**src/rtl/txg_pkg.sv**
```systemverilog
package txg_pkg;
    typedef enum logic [1:0] {
        ST_RECESSIVE = 2'd0,
        ST_DOMINANT  = 2'd1,
        ST_TRIPPED   = 2'd2,
        ST_BLOCKED   = 2'd3
    } guard_state_t;
endpackage

```
**src/rtl/txg_sync.sv**
```systemverilog
module txg_sync #(
    parameter int   STAGES  = 2,
    parameter logic RST_VAL = 1'b1
) (
    input  logic clk,
    input  logic rst_n,
    input  logic d,
    output logic q
);
    logic [STAGES-1:0] sr;

    always_ff @(posedge clk or negedge rst_n) begin
        if (!rst_n) sr <= {STAGES{RST_VAL}};
        else        sr <= {sr[STAGES-2:0], d};
    end

    assign q = sr[STAGES-1];
endmodule

```
**src/rtl/txg_dom_timer.sv**
```systemverilog
module txg_dom_timer #(
    parameter int LIMIT = 17000,
    localparam int CW   = $clog2(LIMIT + 1)
) (
    input  logic          clk,
    input  logic          rst_n,
    input  logic          run,
    input  logic          tick,
    output logic          expired,
    output logic [CW-1:0] count
);
    localparam logic [CW-1:0] LIM_C = CW'(LIMIT);

    always_ff @(posedge clk or negedge rst_n) begin
        if (!rst_n)                     count <= '0;
        else if (!run)                  count <= '0;
        else if (tick && count != LIM_C) count <= count + 1'b1;
    end

    assign expired = (count == LIM_C);
endmodule

```
**src/rtl/txd_timeout_guard.sv**
```systemverilog
module txd_timeout_guard
    import txg_pkg::*;
#(
    parameter int TIMEOUT_US  = 17000,
    parameter int SYNC_STAGES = 2,
    localparam int CW         = $clog2(TIMEOUT_US + 1)
) (
    input  logic clk,
    input  logic rst_n,
    input  logic txd_in,
    input  logic sleep_en,
    input  logic us_tick,
    output logic drv_dom,
    output logic tmo_flag
);
    guard_state_t state, state_nx;
    logic          tx_s;
    logic          tx_d;
    logic          tx_rise;
    logic          expired;
    logic [CW-1:0] tmr_cnt;
    logic          timer_run;

    txg_sync #(.STAGES(SYNC_STAGES), .RST_VAL(1'b1)) u_sync (
        .clk   (clk),
        .rst_n (rst_n),
        .d     (txd_in),
        .q     (tx_s)
    );

    txg_dom_timer #(.LIMIT(TIMEOUT_US)) u_timer (
        .clk     (clk),
        .rst_n   (rst_n),
        .run     (timer_run),
        .tick    (us_tick),
        .expired (expired),
        .count   (tmr_cnt)
    );

    assign timer_run = (state == ST_DOMINANT);
    assign tx_rise   = tx_s && !tx_d;

    // state register
    always_ff @(posedge clk or negedge rst_n) begin
        if (!rst_n) state <= ST_RECESSIVE;
        else        state <= state_nx;
    end

    always_comb begin
        state_nx = state;
        if (sleep_en) begin
            state_nx = ST_BLOCKED;
        end else begin
            unique case (state)
                ST_RECESSIVE: if (!tx_s) state_nx = ST_DOMINANT;
                ST_DOMINANT: begin
                    if (tx_s)         state_nx = ST_RECESSIVE;
                    else if (expired) state_nx = ST_TRIPPED;
                end
                ST_TRIPPED:   if (tx_s) state_nx = ST_RECESSIVE;
                ST_BLOCKED:   if (tx_s) state_nx = ST_RECESSIVE;
            endcase
        end
    end

    // edge history and sticky flag
    always_ff @(posedge clk or negedge rst_n) begin
        if (!rst_n) begin
            tx_d     <= 1'b1;
            tmo_flag <= 1'b0;
        end else begin
            tx_d <= tx_s;
            if (tx_rise)
                tmo_flag <= 1'b0;
            else if (state == ST_DOMINANT && state_nx == ST_TRIPPED)
                tmo_flag <= 1'b1;
        end
    end

    // outputs
    always_comb begin
        drv_dom = 1'b0;
        unique case (state)
            ST_DOMINANT:  drv_dom = !sleep_en;
            ST_RECESSIVE,
            ST_TRIPPED,
            ST_BLOCKED:   drv_dom = 1'b0;
        endcase
    end
endmodule

```
**config.mk**
```make
export PLATFORM = sky130hd
export DESIGN_NAME = txd_timeout_guard
export DESIGN_NICKNAME = d
export VERILOG_FILES = /design/src/rtl/txg_pkg.sv /design/src/rtl/txg_sync.sv /design/src/rtl/txg_dom_timer.sv /design/src/rtl/txd_timeout_guard.sv
export SDC_FILE = /design/constraint.sdc
export NUM_CORES = 1
export LEC_CHECK = 0
export BUFFER_PORTS_ARGS = -buffer_cell sky130_fd_sc_hd__buf_2
export CORE_UTILIZATION = 40
export DETAILED_ROUTE_END_ITERATION = 10
export GPL_TIMING_DRIVEN = 0
export PLACE_DENSITY = 0.64
export SLEW_MARGIN = 0
export SYNTH_ARGS = -nofsm -noshare
export SYNTH_HDL_FRONTEND = slang
export SYNTH_SLANG_ARGS = --single-unit
```
**constraint.sdc**
```tcl
create_clock -name clk -period 3 [get_ports clk]
set_clock_uncertainty 0.1 [all_clocks]
set_input_delay 0.15 -clock clk [delete_from_list [all_inputs] [get_ports clk]]
set_output_delay 0.15 -clock clk [all_outputs]
set_load 0.05 [all_outputs]
```
==> parameters.txt, run 1 <==
Parameter                              Value

Setup path
  Reg-to-reg setup timing slack ... between 1 and 1.5 ns
  Data required time of the worst path ... about 3.1 ns
  RR Startpoint ... u_timer.count[11]$_DFFE_PN0P_
  Sort of element at the start of the critical path ... flop
  R2r worst-path depth ... 4
  Capturing point of the worst reg2reg path ... u_timer.count[1]$_DFFE_PN0P_
  Start-to-end type of the worst setup path ... flop to flop
  Critical path endpoint category ... flop
  Maximum fanout encountered on the critical timing path ... 4
  Data arrival, critical path ... about 2.1 ns
  Critical Path Source ... u_timer.count[11]$_DFFE_PN0P_

STA
  Final Hold Slack ... about 0.15 ns
  Final hold viol count ... 0
  Slew of the pin with the lowest slew margin ... 0.463 ns
  Minimum clock period after layout ... about 2.0 ns
  Worst slew slack as a fraction of its limit ... 0.691
  Peak clock frequency supported by timing ... 0.506 GHz
  Post-route setup TNS ... 0 ns
  Worst path setup slack after routing ... slightly above 1 ns
  Pins Over Slew Limit ... 0
  Final setup violating endpoints ... 0
  Setup repair after global routing missed its margin ... false
  Part of the cycle the worst path needs ... 0.659

Die
  Placeable core area ... approximately 2500 µm²
  FP Rows ... 18
  Horiz. Die Dim ... around 53 µm
  Starting utilization of the core area ... 0.425
  Number of top-level pins ... 7
  Floorplan die area ... approximately 2800 µm²
  Die H ... around 53 µm

Min path
  Class of the worst hold path ... input port to flop
  Worst Hold Endpoint ... u_timer.count[0]$_DFFE_PN0P_
  Hold path startpoint ... us_tick
  Hold-critical path depth ... 4

Cells and area
  Total Nets Final ... 121
  Most frequent cells in the layout ... 18 x sky130_fd_sc_hd__dfrtp_1, 14 x sky130_fd_sc_hd__nor2_1
  Fraction of final layout cells sized beyond drive strength 1 ... 0.159
  Synthesis-to-finish area growth ... 11.9%
  # diodes ... 0
  Commonest non-fill, non-tap cell in the layout ... sky130_fd_sc_hd__dfrtp_1

Clock network
  Worst-case clock buffer depth ... 2
  Count of H-tree levels built during CTS ... 1
  CTS buffer count ... 3
  Clock Pin Slew Worst Setup and Hold Paths ... around 0.12 ns
  Root buffer cell ... sky130_fd_sc_hd__clkbuf_4
  Post-cts gate resize count ... 0
  CTS tree ... done
  Count of buffers added by post-CTS timing repair for setup ... 0
  Clk_lat worst skew ... around 0.3 ns
  Clk sinks ... 21

Global routing
  Pin count of the biggest net entering global routing ... 22
  Global-route wire length before repair ... between 3000 and 4000 µm
  Final global-route overflow total ... 0
  Aggregate global-route resource usage ... 0.159
  Number of global-route vias before repair ... approximately 760
  Number of antenna violations at the first check in global routing ... 0

Synth
  Cells after Synth ... 100
  YS warnings ... 0
  Post-synthesis average cell area ... around 11 µm²
  Number of nets in the synthesized netlist ... 107
  Number of unique standard cell types used by synthesis ... 31
  Share of the yosys chip area belonging to registers ... 0.503
  Number of flip-flops and latches in the synthesized netlist ... 21
  Netlist area before placement ... 1050 µm²
  Yosys top cell area share ... 0.428
  Synth top area cells ... sky130_fd_sc_hd__dfrtp_1 43%, sky130_fd_sc_hd__dfstp_2 7.5%, sky130_fd_sc_hd__nor2_1 5.0%
  Largest area contributor in the netlist ... sky130_fd_sc_hd__dfrtp_1

Placement
  Setup WS pre-CTS ... between 1 and 1.5 ns
  Total half-perimeter wirelength after legalization and detailed placement ... 1390 µm
  RePlAce Congestion ... just under 0.8
  Port buffer count ... 6

Pwr
  Clock share of power ... 0.292
  Worst VDD drop ... 0.297 mV
  Proportion of power drawn by combinational gates ... 0.070
  Sequential group share of total power ... 0.638
  Sw frac ... 0.237
  Cell internal power dissipation ... between 300 and 400 µW
  Reported leakage power ... around 0.00051 µW
  Pwr per Cell Area ... 391 nW/µm²
  Net switching component of the power ... about 110 µW

Detailed routing
  Overall routed net length ... ~1900 µm
  Drt initial violations ... 8
  Pre-antenna DRT Iters ... 4
  Via count normalized by instance count ... approximately 5.3
  Number of vias in the routed layout ... roughly 760
  DRC ... 0
  Routed wirelength normalized by instance count ... around 13 µm
  Number of nets with antenna violations after detailed routing ... 0

Status
  Outcome ... finished clean

Flow run
  Max Cap Violations ... 0
-- synth_stat cells --
library cell                number
sky130_fd_sc_hd__a21bo_2         1
sky130_fd_sc_hd__nor2_2          1
sky130_fd_sc_hd__o21bai_1        1
sky130_fd_sc_hd__dfrtp_1        18
sky130_fd_sc_hd__o21ai_0         1
sky130_fd_sc_hd__nor3b_1         1
sky130_fd_sc_hd__inv_1           4
sky130_fd_sc_hd__a21oi_1         6
sky130_fd_sc_hd__nor3_1          3
sky130_fd_sc_hd__nand3_1         5
sky130_fd_sc_hd__nor4_4          1
sky130_fd_sc_hd__nand3b_1        1
sky130_fd_sc_hd__dfstp_2         3
sky130_fd_sc_hd__o41ai_4         1
sky130_fd_sc_hd__ha_1            2
sky130_fd_sc_hd__xnor2_1         5
sky130_fd_sc_hd__nor2_1         14
sky130_fd_sc_hd__mux2i_1         1
sky130_fd_sc_hd__and3_1          2
sky130_fd_sc_hd__a211o_1         1
sky130_fd_sc_hd__clkbuf_1        2
sky130_fd_sc_hd__nand4bb_1       1
sky130_fd_sc_hd__a21o_1          1
sky130_fd_sc_hd__xor2_1          6
sky130_fd_sc_hd__or4b_4          1
sky130_fd_sc_hd__nand4_1         6
sky130_fd_sc_hd__or3_1           1
sky130_fd_sc_hd__and4_1          2
sky130_fd_sc_hd__nand2b_1        1
sky130_fd_sc_hd__nand2_1         6
sky130_fd_sc_hd__or4b_1          1
-- per-stage QoR --
stage / area [µm²] / utilization / total power [µW] / std cells
finish: 1180 / 0.475 / 460 / 143
floorplan: 1050 / - / 315 / 100
detailed placement: 1120 / 0.452 / 329 / 136
CTS: 1180 / 0.475 / 468 / 143
global placement: 1120 / 0.452 / 328 / 136
global route: 1180 / 0.475 / 484 / 143
-- cell type report --
class | instances | area, µm²
repair buffers | 9 | 60.1
inverters | 4 | 15.0
multi-input cells | 73 | 500
clock inverters | 1 | 5.00
fillers | 246 | 1300
flip-flops and latches | 21 | 529
plain buffers | 2 | 7.51
clock buffers | 3 | 22.5
well taps | 30 | 37.5
-- critical path: stages, from the launching register on --
cell,delay (ns)
sky130_fd_sc_hd__dfrtp_1,0.45
sky130_fd_sc_hd__or4b_4,0.60
sky130_fd_sc_hd__o41ai_4,0.45
sky130_fd_sc_hd__mux2i_1,0.22
sky130_fd_sc_hd__nor2_1,0.05
-- flip-flops by register name, summed over array words and instances, names as in the netlist --
register	flops
tmo_flag	1
tx_d	1
u_timer.count	15
u_sync.sr	2
state	2
-- cells by family (layout without fill, tap and decap cells) --
family                     Yosys count  count (layout)  share of synthesized area
buffers and inverters                6              19                     0.0214
xor gates and xnor gates            11              11                     0.0916
adders and majority gates            2               2                     0.0238
DFF                                 21              21                      0.503
muxes                                1               1                    0.00951
and+or+nand+nor                     47              47                      0.259
AOI/OAI and AO/OA                   12              12                     0.0916
-- power by group through the flow --
stage	Sequential, µW	Clock [µW]	Combinational, µW
2_1_floorplan	298	0	16.6
3_3_place_gp	299	0	29.3
3_5_place_dp	299	0	30.4
4_1_cts	294	141	33.4
5_1_grt	294	152	36.8
6_report	293	134	32.4
-- per-layer routing --
metal,global-route usage,vias up,wire length [µm]
met5,0,-,0
li1,-,375,-
met2,0.244,15,878
met4,0.0702,0,29
met1,0.210,367,916
met3,0.0374,4,67
-- how the worst max path moves through the flow --
stage          slack [ns]                           end
4_1_cts              1.04  u_timer.count[1]$_DFFE_PN0P_
2_1_floorplan        1.15  u_timer.count[1]$_DFFE_PN0P_
5_1_grt              0.94  u_timer.count[1]$_DFFE_PN0P_
6_report             1.02  u_timer.count[1]$_DFFE_PN0P_
3_3_place_gp         1.07  u_timer.count[1]$_DFFE_PN0P_
3_5_place_dp         1.06  u_timer.count[1]$_DFFE_PN0P_
-- repair_timing --
action                                  CTS  global route
endpoints found under the setup margin    0             0
hold buffers                              3             0
hold endpoints to repair                 21             0
Note: power is estimated with default switching activity, not from simulation.
==> run 2: changes to the inputs <==
--- a/config.mk
+++ b/config.mk
@@ -5,11 +5,12 @@
 export SDC_FILE = /design/constraint.sdc
 export NUM_CORES = 1
 export LEC_CHECK = 0
+export ABC_AREA = 1
 export BUFFER_PORTS_ARGS = -buffer_cell sky130_fd_sc_hd__buf_2
 export CORE_UTILIZATION = 40
 export DETAILED_ROUTE_END_ITERATION = 10
 export GPL_TIMING_DRIVEN = 0
-export PLACE_DENSITY = 0.64
+export PLACE_DENSITY = 0.65
 export SLEW_MARGIN = 0
 export SYNTH_ARGS = -nofsm -noshare
 export SYNTH_HDL_FRONTEND = slang
==> constraint.sdc (replaced) <==
create_clock -name clk -period 1.65 [get_ports clk]
set_clock_uncertainty 0.1 [all_clocks]
set_input_delay 0.0825 -clock clk [delete_from_list [all_inputs] [get_ports clk]]
set_output_delay 0.0825 -clock clk [all_outputs]
set_load 0.05 [all_outputs]
==> run 2 against run 1 <==
- the run now ends with setup timing left
- via count up 63%
- first-iteration DRC count rose to 5.5 times the previous value
- combinational power rose to 3.4 times the previous value
- cell count up 69%
- clock-buffer cell count up 1
- clock power up 90%
- area after synthesis up 21%
- sequential cell count unchanged
- total power up 95%
- critical path type unchanged
- largest cell class is now multi-input combinational cells
- largest power group unchanged
==> parameters.txt, run 2 <==
Parameter                              Value

Cells and area
  Largest register FFs ... 15 (unchanged)
  Registers with the most flip-flops ... u_timer.count x15, state x2, u_sync.sr x2
  Fraction of final layout cells sized beyond drive strength 1 ... 0.244 (+0.0844)
  Final Non-Filler Cells ... 241 (+69%)
  Synthesis-to-finish area growth ... 22.4%
  Total area of multi-input combinational cells ... 703 µm² (+40%)
  Utilization after layout ... 0.514 (+0.0392)
  # diodes ... 0 (unchanged)
  Number of filler cells placed in the layout ... 289 (+17%)
  Commonest non-fill, non-tap cell in the layout ... sky130_fd_sc_hd__nand2_1
  Total Nets Final ... 205 (+69%)
  FF/Latch Area ... 529 µm² (unchanged)
  Largest reg by FF count ... u_timer.count
  Most frequent cells in the layout ... 51 x sky130_fd_sc_hd__nand2_1, 19 x sky130_fd_sc_hd__nor2_1, 18 x sky130_fd_sc_hd__nand3_1, 18 x sky130_fd_sc_hd__dfrtp_1, 13 x sky130_fd_sc_hd__nand4_1

STA
  Post-route setup TNS ... -0.0157 ns (-0.0157 ns)
  Final setup violating endpoints ... 2 (+2)
  Pins Over Slew Limit ... 0 (unchanged)
  Final hold viol count ... 0 (unchanged)
  Peak clock frequency supported by timing ... 0.602 GHz (+19%)
  Setup repair after global routing missed its margin ... true
  Minimum clock period after layout ... 1.66 ns (-0.314 ns)
  Worst path setup slack after routing ... -0.0123 ns (-1.04 ns)
  Part of the cycle the worst path needs ... 1.01 (+0.349)
  Worst slew slack as a fraction of its limit ... 0.669 (-0.0219)
  Slew of the pin with the lowest slew margin ... 0.496 ns (+0.0329 ns)

Setup path
  Sort of element at the start of the critical path ... flop
  Maximum fanout encountered on the critical timing path ... 5 (+1)
  Logic depth of the worst setup path including buffers ... 11 (+7)
  Cell breakdown of the critical path ... inv_2 > ha_4 > nand2_2 > nor2_2 > nand2_1 > nor2_2 > nor2_4 > nor2_8 > clkbuf_16 > nand2_1 > nand2_1
  Most frequent CP cell ... sky130_fd_sc_hd__nand2_1
  Critical Path Sink ... u_timer.count[1]$_DFFE_PN0P_
  RR Startpoint ... u_timer.count[0]$_DFFE_PN0P_
  Critical Path Source ... u_timer.count[0]$_DFFE_PN0P_
  Slowest cell on the critical path ... sky130_fd_sc_hd__dfrtp_1
  Start-to-end type of the worst setup path ... flop to flop
  Largest incremental delay on the critical path ... 0.41 ns (-0.19 ns)
  Number of buffers and inverters on the critical path ... 2 (+2)
  Critical path endpoint category ... flop
  Data arrival, critical path ... 1.81 ns (-0.25 ns)
  Cell family with the largest share of critical-path delay ... simple AND/OR/NAND/NOR gates
  Capturing point of the worst reg2reg path ... u_timer.count[1]$_DFFE_PN0P_
  Data required time of the worst path ... 1.80 ns (-1.28 ns)
  Reg-to-reg setup timing slack ... -0.01 ns (-1.04 ns)
  R2r worst-path depth ... 11 (+7)

Global routing
  Pin count of the biggest net entering global routing ... 22 (unchanged)
  Number of global-route vias before repair ... 1080 (+43%)
  Aggregate global-route resource usage ... 0.189 (+0.0296)
  Met1 GRT Util ... 0.258 (+0.0482)
  GRT Max-Usage Layer ... met2
  Met2 usage in global routing ... 0.307 (+0.0633)
  Final global-route overflow total ... 0 (unchanged)
  Global routing met3 resource utilization ... 0.0264 (-0.0110)
  Global-route wire length before repair ... 4870 µm (+48%)
  Number of antenna violations at the first check in global routing ... 0 (unchanged)

Status
  Outcome ... complete, but fails checks
  Violated checks ... setup timing

Clock network
  Clk_lat worst skew ... 0.31 ns (about the same)
  Worst-case clock buffer depth ... 2 (unchanged)
  CTS tree ... done
  Root buffer cell ... sky130_fd_sc_hd__clkbuf_4
  Count of H-tree levels built during CTS ... 1 (unchanged)
  CTS buffer count ... 3 (unchanged)
  Clock Pin Slew Worst Setup and Hold Paths ... 0.12 ns (about the same)
  Clk sinks ... 21 (unchanged)

Synth
  Number of unique standard cell types used by synthesis ... 22 (-29%)
  Number of flip-flops and latches in the synthesized netlist ... 21 (unchanged)
  Synth top cells by count ... 61 x sky130_fd_sc_hd__nand2_1, 22 x sky130_fd_sc_hd__nor2_1, 18 x sky130_fd_sc_hd__dfrtp_1, 18 x sky130_fd_sc_hd__nand3_1, 14 x sky130_fd_sc_hd__inv_1
  Leading cell type by number of instances after synthesis ... sky130_fd_sc_hd__nand2_1
  Share of the yosys chip area belonging to registers ... 0.416 (-0.0870)
  Dominant register cell in the synthesized netlist ... sky130_fd_sc_hd__dfrtp_1
  YS warnings ... 0 (unchanged)
  Netlist area before placement ... 1270 µm² (+21%)
  Cells after Synth ... 176 (+76%)
  Synth top area cells ... sky130_fd_sc_hd__dfrtp_1 35%, sky130_fd_sc_hd__nand2_1 18%, sky130_fd_sc_hd__nand3_1 7.1%
  Yosys top cell area share ... 0.354 (-0.0741)
  Largest area contributor in the netlist ... sky130_fd_sc_hd__dfrtp_1
  Fraction of registers with async set or reset after synthesis ... 1.00 (unchanged)
  EDFF count, synth ... 0 (unchanged)
  Post-synthesis average cell area ... 7.23 µm² (-31%)
  Number of nets in the synthesized netlist ... 183 (+71%)

Detailed routing
  Via count normalized by instance count ... 5.13 (-3.5%)
  DRC ... 0 (unchanged)
  Pre-antenna DRT Iters ... 4 (unchanged)
  Routed wirelength normalized by instance count ... 13.0 µm (-2.1%)
  Drt initial violations ... 44 (+36)
  Overall routed net length ... 3120 µm (+65%)
  Number of nets with antenna violations after detailed routing ... 0 (unchanged)
  Number of vias in the routed layout ... 1237 (+63%)

Pwr
  Pwr per Cell Area ... 576 nW/µm² (+47%)
  Reported leakage power ... 0.000736 µW (+45%)
  Worst VDD drop ... 0.448 mV (+51%)

Placement
  Setup WS pre-CTS ... -0.148 ns (-1.21 ns)
  Total half-perimeter wirelength after legalization and detailed placement ... 2010 µm (+45%)
  RePlAce Congestion ... 0.951 (+22%)
  Port buffer count ... 6 (unchanged)
  Post-Place Cells ... 226 (+66%)

Flow run
  Max Cap Violations ... 0 (unchanged)

Die
  Starting utilization of the core area ... 0.420 (-0.00450)
  Placeable core area ... 3030 µm² (+22%)
  Number of top-level pins ... 7 (unchanged)
  Horiz. Die Dim ... 58.4 µm (+9.6%)
  Die H ... 58.4 µm (+9.6%)
  FP Rows ... 20 (+2)
  Floorplan die area ... 3410 µm² (+20%)

Min path
  Class of the worst hold path ... input port to async pin
-- run 2: repair_timing --
item / CTS / global route
hold buffers: 3 / 0
setup buffers: 5 / 2
gates cloned: 0 / 1
hold endpoints to repair: 25 / 0
pin swaps: 4 / 13
endpoints found under the setup margin: 16 / 16
resized for setup: 5 / 19
-- run 2: routing by layer --
metal	vias to the layer above	share of wire
met2	24	0.50
met4	0	0.025
met3	8	0.033
met1	593	0.44
met5	-	0
li1	612	-
-- run 2: power breakdown --
part / internal, µW / switching (µW)
Clock: 94.4 / 160
Sequential: 526 / 5.32
Combinational: 44.8 / 66.3
Total: 665 / 231
-- run 2: cells by family after synthesis --
logic type               share of synthesized area
flip-flops                                   0.416
AND/OR/NAND/NOR                              0.436
adder cells (fa/ha/maj)                     0.0197
AO/OA/AOI/OAI                               0.0216
buffers and inverters                       0.0728
XOR/XNOR                                    0.0344
-- run 2: layout make-up --
class / count / area share
Inverter: 16 / 0.0386
Clock buffer: 4 / 0.0169
Buffer: 5 / 0.0257
Tap cell: 44 / 0.0353
Sequential cell: 21 / 0.340
Timing Repair Buffer: 17 / 0.0924
Multi-Input combinational cell: 134 / 0.451
-- run 2: how the worst min path moves through the flow --
stage          start                           end  slack (ns)  cells after the start
2_1_floorplan  rst_n            state[0]$_DFF_PN0_       -0.31                      0
3_3_place_gp   rst_n  u_timer.count[6]$_DFFE_PN0P_       -0.04                      1
3_5_place_dp   rst_n  u_timer.count[4]$_DFFE_PN0P_       -0.04                      1
4_1_cts        rst_n  u_timer.count[4]$_DFFE_PN0P_        0.17                      2
5_1_grt        rst_n            state[0]$_DFF_PN0_        0.18                      2
6_report       rst_n  u_timer.count[5]$_DFFE_PN0P_        0.14                      2
-- run 2: metrics by stage --
| step | power (µW) | instance area [µm²] | hold WS [ns] |
|---|---|---|---|
| after floorplan | 585 | 1270 | -0.313 |
| after global placement | 613 | 1360 | -0.0390 |
| after detailed placement | 614 | 1360 | -0.0373 |
| after CTS | 885 | 1470 | 0.165 |
| after global routing | 934 | 1560 | 0.182 |
| final | 897 | 1560 | 0.142 |
